[src/rtl/nco_pkg.sv]
`timescale 1ns/1ps
package nco_pkg;
  // register addresses and bit positions that software relies on
  localparam int unsigned CTRL_ADDR  = 'h02;
  localparam int unsigned POW_BASE   = 'h12;
  localparam int unsigned FTW_BASE   = 'h14;
  localparam int unsigned SYNC_ADDR  = 'h1F;
  localparam int unsigned EN_MIX_BIT = 6;
  localparam int unsigned EN_NCO_BIT = 4;
  localparam int unsigned SYNC_BIT   = 1;
endpackage

[src/rtl/nco_ctrl_regs.sv]
`timescale 1ns/1ps
module nco_ctrl_regs
  import nco_pkg::*;
#(
  parameter int ADDR_W = 8,
  parameter int REG_W  = 16
) (
  input  logic              clk_i,
  input  logic              rst_ni,
  input  logic              wr_en_i,
  input  logic [ADDR_W-1:0] wr_addr_i,
  input  logic [REG_W-1:0]  wr_data_i,
  input  logic [ADDR_W-1:0] rd_addr_i,
  output logic [REG_W-1:0]  rd_data_o,
  output logic              sync_o,
  output logic              en_o
);
  localparam logic [ADDR_W-1:0] CTRL_A = ADDR_W'(CTRL_ADDR);
  localparam logic [ADDR_W-1:0] SYNC_A = ADDR_W'(SYNC_ADDR);

  logic [REG_W-1:0] ctrl_q, sync_q;
  logic ctrl_wr, sync_wr;

  assign ctrl_wr = wr_en_i && (wr_addr_i == CTRL_A);
  assign sync_wr = wr_en_i && (wr_addr_i == SYNC_A);

  always_ff @(posedge clk_i or negedge rst_ni) begin
    if (!rst_ni) begin
      ctrl_q <= '0;
      sync_q <= '0;
    end else begin
      if (ctrl_wr) ctrl_q <= wr_data_i;
      if (sync_wr) sync_q <= wr_data_i;
    end
  end

  // rising edge of the sync bit, seen at the write itself
  assign sync_o = sync_wr && wr_data_i[SYNC_BIT] && !sync_q[SYNC_BIT];
  assign en_o   = ctrl_q[EN_MIX_BIT] && ctrl_q[EN_NCO_BIT];

  always_comb begin
    rd_data_o = '0;
    if (rd_addr_i == CTRL_A) rd_data_o = ctrl_q;
    if (rd_addr_i == SYNC_A) rd_data_o = sync_q;
  end
endmodule

[src/rtl/nco_tune_bank.sv]
`timescale 1ns/1ps
module nco_tune_bank
  import nco_pkg::*;
#(
  parameter int ADDR_W = 8,
  parameter int REG_W  = 16,
  parameter int ACC_W  = 32,
  parameter int CH_IDX = 0
) (
  input  logic              clk_i,
  input  logic              rst_ni,
  input  logic              wr_en_i,
  input  logic [ADDR_W-1:0] wr_addr_i,
  input  logic [REG_W-1:0]  wr_data_i,
  input  logic [ADDR_W-1:0] rd_addr_i,
  input  logic              sync_i,
  output logic [REG_W-1:0]  rd_data_o,
  output logic [ACC_W-1:0]  ftw_act_o,
  output logic [REG_W-1:0]  pow_act_o
);
  localparam int PARTS = ACC_W / REG_W;
  localparam logic [ADDR_W-1:0] POW_A = ADDR_W'(POW_BASE + CH_IDX);

  function automatic logic [ADDR_W-1:0] part_addr(input int p);
    return ADDR_W'(FTW_BASE + CH_IDX * PARTS + p);
  endfunction

  logic [PARTS-1:0][REG_W-1:0] ftw_shd_q, ftw_act_q;
  logic [REG_W-1:0]            pow_shd_q, pow_act_q;

  always_ff @(posedge clk_i or negedge rst_ni) begin
    if (!rst_ni) begin
      ftw_shd_q <= '0;
      ftw_act_q <= '0;
      pow_shd_q <= '0;
      pow_act_q <= '0;
    end else begin
      for (int p = 0; p < PARTS; p++) begin
        if (wr_en_i && (wr_addr_i == part_addr(p))) ftw_shd_q[p] <= wr_data_i;
      end
      if (wr_en_i && (wr_addr_i == POW_A)) pow_shd_q <= wr_data_i;
      // sync is a write to another address, so shadows are stable here
      if (sync_i) begin
        ftw_act_q <= ftw_shd_q;
        pow_act_q <= pow_shd_q;
      end
    end
  end

  always_comb begin
    rd_data_o = '0;
    if (rd_addr_i == POW_A) rd_data_o = pow_shd_q;
    for (int p = 0; p < PARTS; p++) begin
      if (rd_addr_i == part_addr(p)) rd_data_o = ftw_shd_q[p];
    end
  end

  assign ftw_act_o = ftw_act_q;
  assign pow_act_o = pow_act_q;
endmodule

[src/rtl/nco_phase_acc.sv]
`timescale 1ns/1ps
module nco_phase_acc #(
  parameter int ACC_W = 32,
  parameter int PH_W  = 16
) (
  input  logic             clk_i,
  input  logic             rst_ni,
  input  logic             sync_i,
  input  logic             en_i,
  input  logic [ACC_W-1:0] ftw_i,
  input  logic [PH_W-1:0]  pow_i,
  output logic [PH_W-1:0]  phase_o
);
  logic [ACC_W-1:0] acc_q;

  always_ff @(posedge clk_i or negedge rst_ni) begin
    if (!rst_ni)     acc_q <= '0;
    else if (sync_i) acc_q <= '0;  // clear wins over the step
    else             acc_q <= acc_q + ftw_i;
  end

  assign phase_o = en_i ? (acc_q[ACC_W-1 -: PH_W] + pow_i) : '0;
endmodule

[src/rtl/nco_dual_stage.sv]
`timescale 1ns/1ps
module nco_dual_stage
  import nco_pkg::*;
#(
  parameter int NUM_CH = 2,
  parameter int ADDR_W = 8,
  parameter int REG_W  = 16,
  parameter int ACC_W  = 32
) (
  input  logic                         clk_i,
  input  logic                         rst_ni,
  input  logic                         wr_en_i,
  input  logic [ADDR_W-1:0]            wr_addr_i,
  input  logic [REG_W-1:0]             wr_data_i,
  input  logic [ADDR_W-1:0]            rd_addr_i,
  output logic [REG_W-1:0]             rd_data_o,
  output logic [NUM_CH-1:0][REG_W-1:0] phase_o
);
  localparam int PH_W = REG_W;

  logic                         sync_w;
  logic                         nco_en_w;
  logic [REG_W-1:0]             ctrl_rd_w;
  logic [NUM_CH-1:0][REG_W-1:0] bank_rd_w;
  logic [NUM_CH-1:0][ACC_W-1:0] ftw_act_w;
  logic [NUM_CH-1:0][PH_W-1:0]  pow_act_w;

  nco_ctrl_regs #(.ADDR_W(ADDR_W), .REG_W(REG_W)) u_ctrl (
    .clk_i     (clk_i),
    .rst_ni    (rst_ni),
    .wr_en_i   (wr_en_i),
    .wr_addr_i (wr_addr_i),
    .wr_data_i (wr_data_i),
    .rd_addr_i (rd_addr_i),
    .rd_data_o (ctrl_rd_w),
    .sync_o    (sync_w),
    .en_o      (nco_en_w)
  );

  for (genvar ch = 0; ch < NUM_CH; ch++) begin : g_ch
    nco_tune_bank #(
      .ADDR_W(ADDR_W), .REG_W(REG_W), .ACC_W(ACC_W), .CH_IDX(ch)
    ) u_bank (
      .clk_i     (clk_i),
      .rst_ni    (rst_ni),
      .wr_en_i   (wr_en_i),
      .wr_addr_i (wr_addr_i),
      .wr_data_i (wr_data_i),
      .rd_addr_i (rd_addr_i),
      .sync_i    (sync_w),
      .rd_data_o (bank_rd_w[ch]),
      .ftw_act_o (ftw_act_w[ch]),
      .pow_act_o (pow_act_w[ch])
    );

    nco_phase_acc #(.ACC_W(ACC_W), .PH_W(PH_W)) u_acc (
      .clk_i   (clk_i),
      .rst_ni  (rst_ni),
      .sync_i  (sync_w),
      .en_i    (nco_en_w),
      .ftw_i   (ftw_act_w[ch]),
      .pow_i   (pow_act_w[ch]),
      .phase_o (phase_o[ch])
    );
  end

  // each source returns zero on a miss
  always_comb begin
    rd_data_o = ctrl_rd_w;
    for (int ch = 0; ch < NUM_CH; ch++) rd_data_o = rd_data_o | bank_rd_w[ch];
  end
endmodule

[config.mk]
export PLATFORM = sky130hd
export DESIGN_NAME = nco_dual_stage
export DESIGN_NICKNAME = d
export VERILOG_FILES = /design/src/rtl/nco_pkg.sv /design/src/rtl/nco_ctrl_regs.sv /design/src/rtl/nco_tune_bank.sv /design/src/rtl/nco_phase_acc.sv /design/src/rtl/nco_dual_stage.sv
export SDC_FILE = /design/constraint.sdc
export NUM_CORES = 1
export LEC_CHECK = 0
export BUFFER_PORTS_ARGS = -buffer_cell sky130_fd_sc_hd__clkbuf_2
export CORE_ASPECT_RATIO = 0.6
export CORE_MARGIN = 2
export CORE_UTILIZATION = 32
export DETAILED_ROUTE_END_ITERATION = 10
export MAX_ROUTING_LAYER = met4
export PLACE_DENSITY_LB_ADDON = 0.2
export SLEW_MARGIN = 40
export SYNTH_ARGS = -nofsm -noshare
export SYNTH_HDL_FRONTEND = slang
export SYNTH_SLANG_ARGS = --single-unit
export TNS_END_PERCENT = 5
[constraint.sdc]
create_clock -name clk_i -period 5.6 [get_ports clk_i]
set_input_delay 1.12 -clock clk_i [delete_from_list [all_inputs] [get_ports clk_i]]
set_output_delay 1.12 -clock clk_i [all_outputs]
set_load 0.02 [all_outputs]
=== Word-level counts from Yosys, hierarchy flattened ===
Index checks and enable logic that the tools add are counted.

* Register bits: 288
* Bits in latches: 0
* Bits in writable memories: 0
* Memory bits (read-only): 0
* Input port bits: 35
* Output and inout port bits: 48
* Logic and storage cells: 62
* Memories kept: 0

* $add $sub $neg: 4
* Multipliers: 0
* Divide/modulo/power cells: 0
* Order comparisons: 0
* Eq/ne operators: 16
* Shift-type cells: 0
* Muxes and demuxes: 12
* Bitwise logic cells: 2
* Reductions and logical operators: 12

{| class="wikitable"
|+ Operators with widths
! cell !! count
|-
| $mux W16 || 10
|-
| $eq A8 B5 Y1 const B || 14
|-
| $add A32 B32 Y32 || 2
|-
| $mux W32 || 2
|-
| $add A16 B16 Y16 || 2
|-
| $or A16 B16 Y16 || 2
|-
| $eq A8 B2 Y1 const B || 2
|-
| $logic_and A1 B1 Y1 || 11
|-
| $logic_not A1 Y1 || 1
|}

=== Logic depth before layout (Yosys ltp) ===
* Depth in word-level cells: 6
* Gate-level depth with buffers: 10
* Mapped depth without buffers: 10

=== Cells and area by module ===
From an unflattened synthesis, not the netlist that was laid out.

* Cells, all modules: 1500
* Area, all modules: 16812.4 um^2

{| class="wikitable"
|+ Modules (own cells, without submodules)
! module !! instances !! cells an instance !! area an instance (um^2) !! seq. area each (um^2)
|-
| nco_tune_bank at g_ch[1].u_bank || 1 || 264 || 4100.2 || 2402.3
|-
| nco_tune_bank at g_ch[0].u_bank || 1 || 269 || 4041.4 || 2402.3
|-
| nco_phase_acc at g_ch[0].u_acc || 1 || 429 || 3524.6 || 800.8
|-
| nco_phase_acc at g_ch[1].u_acc || 1 || 408 || 3450.8 || 800.8
|-
| nco_ctrl_regs || 1 || 114 || 1595.3 || 800.8
|-
| nco_dual_stage || 1 || 16 || 100.1 || 0.0
|}

=== Worst setup path after synthesis ===
Ideal clock, no wire load.

* Kind: input -> output
* Start point: input rd_addr_i[7]
* End point: output rd_data_o[10]
* Arrival: 2719 ps
* Data required time: 4480 ps
* Path slack: 1761 ps
* Stages: 9
* Path buffers: 3
* Path through: nor3_1 nor3b_1 and2_1 buf_2 and3_1 clkbuf_1 buf_2 a22oi_1 nand3_1

* Word-level cells in the longest chain between the ends: 6
* Elaborated cells on any way between the ends: 18
* Classes of those cells: 8 x eq/ne; 8 x mux; 2 x bitwise

{| class="wikitable"
|+ RTL lines
! what !! RTL line !! source
|-
| from (decl) || nco_dual_stage.sv:15 || <nowiki>input logic [ADDR_W-1:0] rd_addr_i,</nowiki>
|-
| $eq A8 B5 Y1 || nco_tune_bank.sv:52 || <nowiki>if (rd_addr_i == POW_A) rd_data_o = pow_shd_q;</nowiki>
|-
| $mux W16 || nco_tune_bank.sv:52 ||
|-
| $mux W16 (2 in a row) || nco_tune_bank.sv:54 || <nowiki>if (rd_addr_i == part_addr(p)) rd_data_o = ftw_shd_q[p];</nowiki>
|-
| $or A16 B16 Y16 || nco_dual_stage.sv:70 || <nowiki>for (int ch = 0; ch < NUM_CH; ch++) rd_data_o = rd_data_o | bank_rd_w[ch];</nowiki>
|-
| $or A16 B16 Y16 * || nco_dual_stage.sv:70 ||
|-
| to (decl) || nco_dual_stage.sv:16 || <nowiki>output logic [REG_W-1:0] rd_data_o,</nowiki>
|}

Mark *: on every way between the ends. The rest lies on a longest branch, timed or not.

==> impl_metrics.ini <==
[die]
die-area_um2 = 50900
rows = 62
ios = 83
die_width_um = 290
initial_core_util_pct = 32.6
die_h_um = 176
core_um2 = 48100

[critical_path]
critPathLaunchType = flip-flop
arrival_ns = 4.10
cp_cell_sequence = ha_1 -> fa_1 -> a211oi_1 -> o21bai_1 -> a31oi_1 -> o21ai_0 -> o41ai_1 -> o21ai_0 -> xnor2_1 -> nor2_1 -> clkbuf_2
worstPathRequired_ns = 4.48
end_kind = primary output
critPathSlowestCell = o41ai_1
crit_path_max_incr_delay_ns = 0.65
worstPathMaxFanout = 3
worst-setup-path-type = reg2out
crit_path_frequent_cell = o21ai_0

[power_and_ir_drop]
combPwrFrac_pct = 19.6
powerDensity_nw_per_um2 = 315
vdd.ir_drop.worst_uv = 238
clkPwrFrac_pct = 38.8
power.switching_mw = 1.69
p_int_mw = 3.97
pwr-share-seq_pct = 41.6
p_leak_nw = 9.06
p_sw_share_pct = 29.8
power_mw = 5.66

[job]
maxCapViolCount = 0

[route]
drtAntennaViolNets = 0
firstDrtPassIters = 8
routed_wl_mm = 45.4
wire_per_inst_um = 19.7
first_iter_violations = 1028
viasPerCell = 5.32
remaining_drc_errors = 0
vias = 12300

[synth]
ys_seq_elements = 288
synth_flop_cell = dfrtp_1
syn_nets = 1706
ys_seq_area_share_pct = 45.9
async_flop_share_pct = 100
synth_cells = 1575
avgSynthCellArea_um2 = 9.97
post_synth_num_cell_types = 76
synth_top_area_share_pct = 45.9
yosys-top-cells-area = dfrtp_1 (46%), mux2_2 (9.2%), nand2_1 (7.9%), ha_1 (7.3%), nor2_1 (2.6%)
yosysWarnings = 0
synth_area_um2 = 15700
synth_edf_count = 0
yosys.area.top_type = dfrtp_1

[global_routing]
grt-ovfl-total = 0
grt_pass1_vias = 11700
grt_pass1_wl_mm = 71.1
grt_usage_pct = 18.3
antenna_found_initial = 0
grt_max_degree = 81

[status]
status = complete, no violations

[clock_tree]
clockBufferDepth = 3
cts_setup_buffers = 0
cts_resized = 0
cts.sinks = 288
clk_pin_slew_ns = 0.08
cts-root-buf = clkbuf_16
clkLatencyLatePin_ns = 0.58
numCtsBuffers = 29
h-tree-depth = 1
tritoncts = built
hold_buffers = 0

[layout]
drive_gt1_share_pct = 19.2
nNetsFinal = 1771
mostFrequentLayoutCells = nand2_1 (330), dfrtp_1 (288), mux2_2 (128)
syn2layout_area_growth_pct = 14.4
final_common_cell = nand2_1

[sta]
relSlewSlack_pct = 44.1
fmax_ghz = 0.192
clock_skew_ns = 0.0181
layout_min_cycle_time_ns = 5.22
hold_violations = 0
tns_ns = 0
rsz0062_at_grt = false
tightestPinTransition_ns = 0.839
finalMaxSlewViolations = 0
setup_viol = 0
post-route-period-util_pct = 93.1

[min_path]
hp-class = in2async

[place]
hpwlAfterDp_mm = 33.8
routabilityCongestion = 0.902
port_buffers = 82
[critical path, delay by kind of cell, from the launching register on]
| kind | cells | cell delay [ns] |
|---|---|---|
| AOI/OAI and AO/OA | 6 | 2.00 |
| adders and majority gates | 2 | 0.70 |
| DFF | 1 | 0.38 |
| buffers and inverters | 1 | 0.19 |
| xor gates and xnor gates | 1 | 0.16 |
| and+or+nand+nor | 1 | 0.08 |
[final timing paths]
check	from	depth (start not counted)	slack [ns]	end
worst max-delay path	g_ch[1].u_acc.acc_q[16]	11	0.38	phase_o[30]
worst min-delay path	rst_ni	1	0.46	g_ch[0].u_bank.pow_act_o[12]
worst max register to register	g_ch[1].u_bank.ftw_act_o[0]	10	2.23	g_ch[1].u_acc.acc_q[28]
worst min register to register	g_ch[1].u_bank.pow_act_o[0]	2	0.49	g_ch[1].u_bank.pow_act_o[0]
max in group asynchronous	rst_ni	3	3.73	g_ch[1].u_bank.ftw_act_o[23]
min in group clk_i	g_ch[1].u_bank.pow_act_o[0]	2	0.49	g_ch[1].u_bank.pow_act_o[0]
[registers in the layout, summed over array words and instances (netlist names)]
| signal | flops |
|---|---|
| u_ctrl.sync_q | 16 |
| g_ch.u_bank.pow_shd_q | 32 |
| u_ctrl.ctrl_q | 16 |
| g_ch.u_bank.pow_act_o | 32 |
| g_ch.u_acc.acc_q | 64 |
| g_ch.u_bank.ftw_act_o | 64 |
| g_ch.u_bank.ftw_shd_q | 64 |
[cell families after synthesis]
logic type / count (synthesis) / share of synthesized area (%)
buffers and inverters: 91 / 2.49
adders and majority gates: 96 / 7.84
muxes: 129 / 9.25
and+or+nand+nor: 578 / 16.0
xor gates and xnor gates: 74 / 4.13
DFF: 288 / 45.9
AOI/OAI and AO/OA: 319 / 14.4
[cells in the mapped netlist (3+ instances only)]
cell type and count:
xnor2_1 38, o211ai_1 7, and2_1 11, a21oi_1 76, inv_1 20, fa_1 4, nand4_1 14, a21o_1 44
nand2b_1 8, or2_2 4, clkbuf_1 33, a41oi_1 5, o21ai_1 3, a222oi_1 16, o21a_1 6, nand3_1 40
a221o_1 3, nor3b_1 6, a22oi_1 32, nor3_1 18, xor2_1 36, nor2_1 108, dfrtp_1 288, nor2b_1 6
mux2_2 128, buf_2 34, nand2_1 331, o21ai_0 36, a211oi_1 13, or3_1 3, o21bai_1 15, a22o_1 16
a21oi_2 4, ha_1 92, o31ai_1 3, and3_1 11, a31oi_1 12
[layout make-up]
cell class | instances | area (um2)
Sequential cell | 288 | 7210
Clock inverter | 17 | 254
Fill cell | 4846 | 30100
Inverter | 20 | 75.1
Clock buffer | 37 | 826
Timing Repair Buffer | 105 | 651
Tap cell | 640 | 801
Antenna cell | 1 | 2.50
Multi-Input combinational cell | 1196 | 8140
[metal layers]
metal  wire (um)  track usage [%]
met1       24900             29.6
met2       17400             23.6
met3        2110             2.51
met4        1010             3.93
met5           0                -
[per-stage QoR]
step / std cells / setup slack (ns) / hold WS, ns / utilization [%] / instance area (um2)
CTS: 2303 / 0.397 / 0.441 / 37.3 / 17900
detailed placement: 2249 / 1.06 / 0.474 / 35.1 / 16900
finish: 2304 / 0.385 / 0.457 / 37.3 / 18000
floorplan: 1575 / 1.76 / 0.450 / - / 15700
global placement: 2248 / 1.10 / 0.468 / 35.0 / 16800
global route: 2303 / 0.169 / 0.480 / 37.3 / 18000
[power groups by stage]
| stage | Clock [mW] | Combinational, mW | Sequential, mW |
|---|---|---|---|
| floorplan | 0 | 0.826 | 2.35 |
| global placement | 0 | 1.07 | 2.39 |
| detailed placement | 0 | 1.10 | 2.39 |
| CTS | 2.26 | 1.10 | 2.35 |
| global route | 2.33 | 1.24 | 2.37 |
| finish | 2.20 | 1.11 | 2.35 |
Note: power is estimated with default switching activity, not from simulation.
